`config.mk`:
```
export PLATFORM = sky130hd
export DESIGN_NAME = rdseq_cmd_detect
export DESIGN_NICKNAME = d
export VERILOG_FILES = /design/src/rtl/rdseq_cmd_detect.sv
export SDC_FILE = /design/constraint.sdc
export NUM_CORES = 1
export LEC_CHECK = 0
export BUFFER_PORTS_ARGS = -buffer_cell sky130_fd_sc_hd__buf_2
export CORE_AREA = 4 4 41 43
export DETAILED_ROUTE_END_ITERATION = 8
export DIE_AREA = 0 0 45 47
export PLACE_DENSITY = 0.72
export SLEW_MARGIN = 25
export SYNTH_ARGS = -nofsm -noshare
export SYNTH_HDL_FRONTEND = slang
export SYNTH_SLANG_ARGS = --single-unit
```
`constraint.sdc`:
```
create_clock -name clk -period 2.3 [get_ports clk]
set_input_delay 0.46 -clock clk [delete_from_list [all_inputs] [get_ports clk]]
set_output_delay 0.46 -clock clk [all_outputs]
set_load 0.005 [all_outputs]
```
`src/rtl/rdseq_cmd_detect.sv`:
```
module rdseq_cmd_detect #(
  parameter int unsigned ADDR_W   = 13,
  parameter logic [ADDR_W-1:0] SEQ_A0 = 13'h0000,
  parameter logic [ADDR_W-1:0] SEQ_A1 = 13'h1555,
  parameter logic [ADDR_W-1:0] SEQ_A2 = 13'h0AAA,
  parameter logic [ADDR_W-1:0] SEQ_A3 = 13'h1FFF,
  parameter logic [ADDR_W-1:0] SEQ_A4 = 13'h10F0,
  parameter logic [ADDR_W-1:0] SAVE_ADDR    = 13'h0F0F,
  parameter logic [ADDR_W-1:0] RESTORE_ADDR = 13'h0F0E
) (
  input  logic              clk,
  input  logic              rst_n,
  input  logic              busy,
  input  logic              acc_vld,
  input  logic              acc_rd,
  input  logic [ADDR_W-1:0] acc_addr,
  output logic              save_pulse,
  output logic              restore_pulse
);
  localparam int unsigned PREFIX = 5;
  localparam int unsigned STEP_W = $clog2(PREFIX + 1);
  localparam logic [STEP_W-1:0] LAST = STEP_W'(PREFIX);

  logic [STEP_W-1:0] step_q;
  logic [ADDR_W-1:0] want;

  always_comb begin
    unique case (step_q)
      STEP_W'(0): want = SEQ_A0;
      STEP_W'(1): want = SEQ_A1;
      STEP_W'(2): want = SEQ_A2;
      STEP_W'(3): want = SEQ_A3;
      default:    want = SEQ_A4;
    endcase
  end

  wire take    = acc_vld & ~busy;
  wire rd_take = take & acc_rd;
  wire at_last = (step_q == LAST);
  wire is_save = rd_take & at_last & (acc_addr == SAVE_ADDR);
  wire is_rest = rd_take & at_last & (acc_addr == RESTORE_ADDR);
  wire advance = rd_take & ~at_last & (acc_addr == want);
  wire restart = rd_take & (acc_addr == SEQ_A0);

  always_ff @(posedge clk or negedge rst_n) begin
    if (!rst_n) begin
      step_q        <= '0;
      save_pulse    <= 1'b0;
      restore_pulse <= 1'b0;
    end else begin
      save_pulse    <= is_save;
      restore_pulse <= is_rest;
      if (busy)
        step_q <= '0;
      else if (take) begin
        if (is_save || is_rest) step_q <= '0;
        else if (advance)       step_q <= step_q + STEP_W'(1);
        else if (restart)       step_q <= STEP_W'(1);
        else                    step_q <= '0;
      end
    end
  end
endmodule


```
==> flow_metrics.tcl <==
set metrics [dict create \
    finalCriticalPeriod_ns 1.81 \
    dp_hpwl_um 809 \
    fin_nets 99 \
    synth_cells 52 \
    synthDistinctLibCells 23 \
    netlist.area_leader.share 0.286 \
    ys_seq_area_frac 0.286 \
    max_stage_delay_ns 0.46 \
    drc 0 \
    grt_setup_unrepaired "no" \
    clockBufferDepth 2 \
    slew_headroom 0.729 \
    dieArea_um2 2120 \
    synth_area_um2 438 \
    drive_gt1_frac 0.360 \
    ios 20 \
    whs_ns 0.0181 \
    timing.rr.start "step_q[0]$_DFFE_PN0P_" \
    power.density_nw_per_um2 378 \
    vias 461 \
    grt.total_usage 0.110 \
    initial_core_util 0.337 \
    rows 13 \
    synth_area_leader_cell "dfrtp_1" \
    critPathArrivalTime_ns 1.94 \
    slew_viol_final 0 \
    grt_pass1_wl_um 1680 \
    required_ns 2.43 \
    min_period_over_period 0.787 \
    multiInputGateArea_um2 290 \
    drtAntennaViolNets 0 \
    ctsHoldBuffers 0 \
    crit_type "reg -> reg" \
    ys_ff_latch 5 \
    antenna_found_initial 0 \
    path_cells "ha_1 -> ha_1 -> nor3_1 -> o21ai_0 -> mux2i_1 -> and3_2 -> a22o_2" \
    vdd_ir_drop_max_uv 216 \
    first_pass_iters 4 \
    grt-ovfl-total 0 \
    clk_pin_slew_ns 0.05 \
    reg2reg_slack_ns 0.49 \
    ys.warnings.count 0 \
    cts_sinks 5 \
    avgRoutedWirePerCell_um 10.6 \
    cts_resized 0 \
    regArea_um2 125 \
    final_cell_mix "buf_2, inv_1, ha_1, dfrtp_1" \
    avgViaCountPerCell 5.12 \
    area_delta_synth_final_pct 32.0 \
    leakage_nw 0.273 \
    crit_family "flip-flops" \
    cap_violations 0 \
    grt_pass1_vias 437 \
    final_cells 90 \
    cts_root_buf "clkbuf_4" \
    tightest_slew_ns 0.403 \
    fp.dieW_um 45 \
    drtIter0Drc 12 \
    cp_common_cell "ha_1" \
    setup_viol 0 \
    status "finished clean" \
    globalplace.congestion 0.869 \
    crit_path_end_kind "register" \
    numPortBuffers 19 \
    start_kind "register" \
    cts_max_level 1 \
    cp-startpoint "step_q[0]$_DFFE_PN0P_" \
    synth_nets 75 \
    hold_viol_final 0 \
    ff2ff_path_depth 7 \
    wirelength_um 956 \
    clock_latency_ns 0.24 \
    core_um2 1300 \
    fmax_mhz 553 \
    path_max_fanout 7 \
    grt_max_degree 9 \
    crit_buf_inv 0 \
    die_height_um 47 \
    cts_tree "yes" \
    cts-buffers-inserted 3 \
    fin_tns_setup_ns 0 \
    layout_commonest_cell "buf_2" \
    syn_area_per_cell_um2 8.42 \
    clock_skew_ns 0.00605 \
    hold_class "in -> async" \
    nFillCells 143 \
    synth.area.top_cells "dfrtp_1, ha_1, inv_1" \
    r2r-end "step_q[2]$_DFFE_PN0P_" \
    diodes 0 \
    crit_slowest_cell "dfrtp_1" \
    postCtsSetupBuffers 0 \
    placed_cells 86 \
]
-- worst max path at each step --
stage                                  endpoint  cells past startpoint
after floorplan           step_q[0]$_DFFE_PN0P_                      5
after global placement    step_q[0]$_DFFE_PN0P_                      6
after detailed placement  step_q[0]$_DFFE_PN0P_                      6
after CTS                 step_q[2]$_DFFE_PN0P_                      7
after global routing      step_q[2]$_DFFE_PN0P_                      7
final                     step_q[2]$_DFFE_PN0P_                      7
-- metal layers --
metal,share of wire,GRT usage,wire (um),up-vias
li1,-,-,-,238
met1,0.43,0.132,415,199
met2,0.47,0.172,448,22
met3,0.082,0.0268,78,2
met4,0.015,0.0819,14,0
met5,0,0,0,-
-- state kept, by name, indices dropped and copies added, names as in the netlist --
signal	cells
save_pulse	1
restore_pulse	1
step_q	3
-- where the power goes --
| group | total (W) | internal (W) | switching [W] |
|---|---|---|---|
| clock | 0.000101 | 0.0000656 | 0.0000358 |
| sequential | 0.0000883 | 0.0000883 | 0.00000000169 |
| combinational | 0.0000288 | 0.0000149 | 0.0000139 |
| total | 0.000218 | 0.000169 | 0.0000497 |
-- area by class of cell --
class | instances | area share
Multi-Input combinational cell | 41 | 0.502
Clock buffer | 4 | 0.0455
Inverter | 6 | 0.0390
Timing Repair Buffer | 19 | 0.165
Tap cell | 15 | 0.0325
Sequential cell | 5 | 0.216
-- kinds of logic after synthesis --
kind of cell	after synthesis	share of synthesized area
and+or+nand+nor	26	0.320
DFF	5	0.286
adders and majority gates	5	0.143
AOI/OAI and AO/OA	9	0.177
muxes	1	0.0229
buffers and inverters	6	0.0514
-- stage by stage --
stage / instance area (um^2) / setup slack, ns / power (W) / utilization
after floorplan: 438 / 0.480 / 0.0000985 / -
after global placement: 552 / 0.330 / 0.000118 / 0.424
after detailed placement: 552 / 0.314 / 0.000119 / 0.424
after CTS: 578 / 0.473 / 0.000224 / 0.444
after global routing: 578 / 0.363 / 0.000230 / 0.444
final: 578 / 0.491 / 0.000218 / 0.444
-- Yosys cell counts (all sizes together) --
| library cell | count |
|---|---|
| inv | 6 |
| dfrtp | 5 |
| ha | 5 |
| nand2 | 4 |
| nor2 | 4 |
| nand3 | 3 |
| nor3 | 3 |
| a22o | 2 |
| nand2b | 2 |
| nand4 | 2 |
| nor4 | 2 |
| o21ai | 2 |
| or3 | 2 |
| a21o | 1 |
| a221oi | 1 |
| a41oi | 1 |
| and3 | 1 |
| and3b | 1 |
| mux2i | 1 |
| nor3b | 1 |
| o2111ai | 1 |
| o31ai | 1 |
| or2 | 1 |
Power figures use the tool's default switching activity.
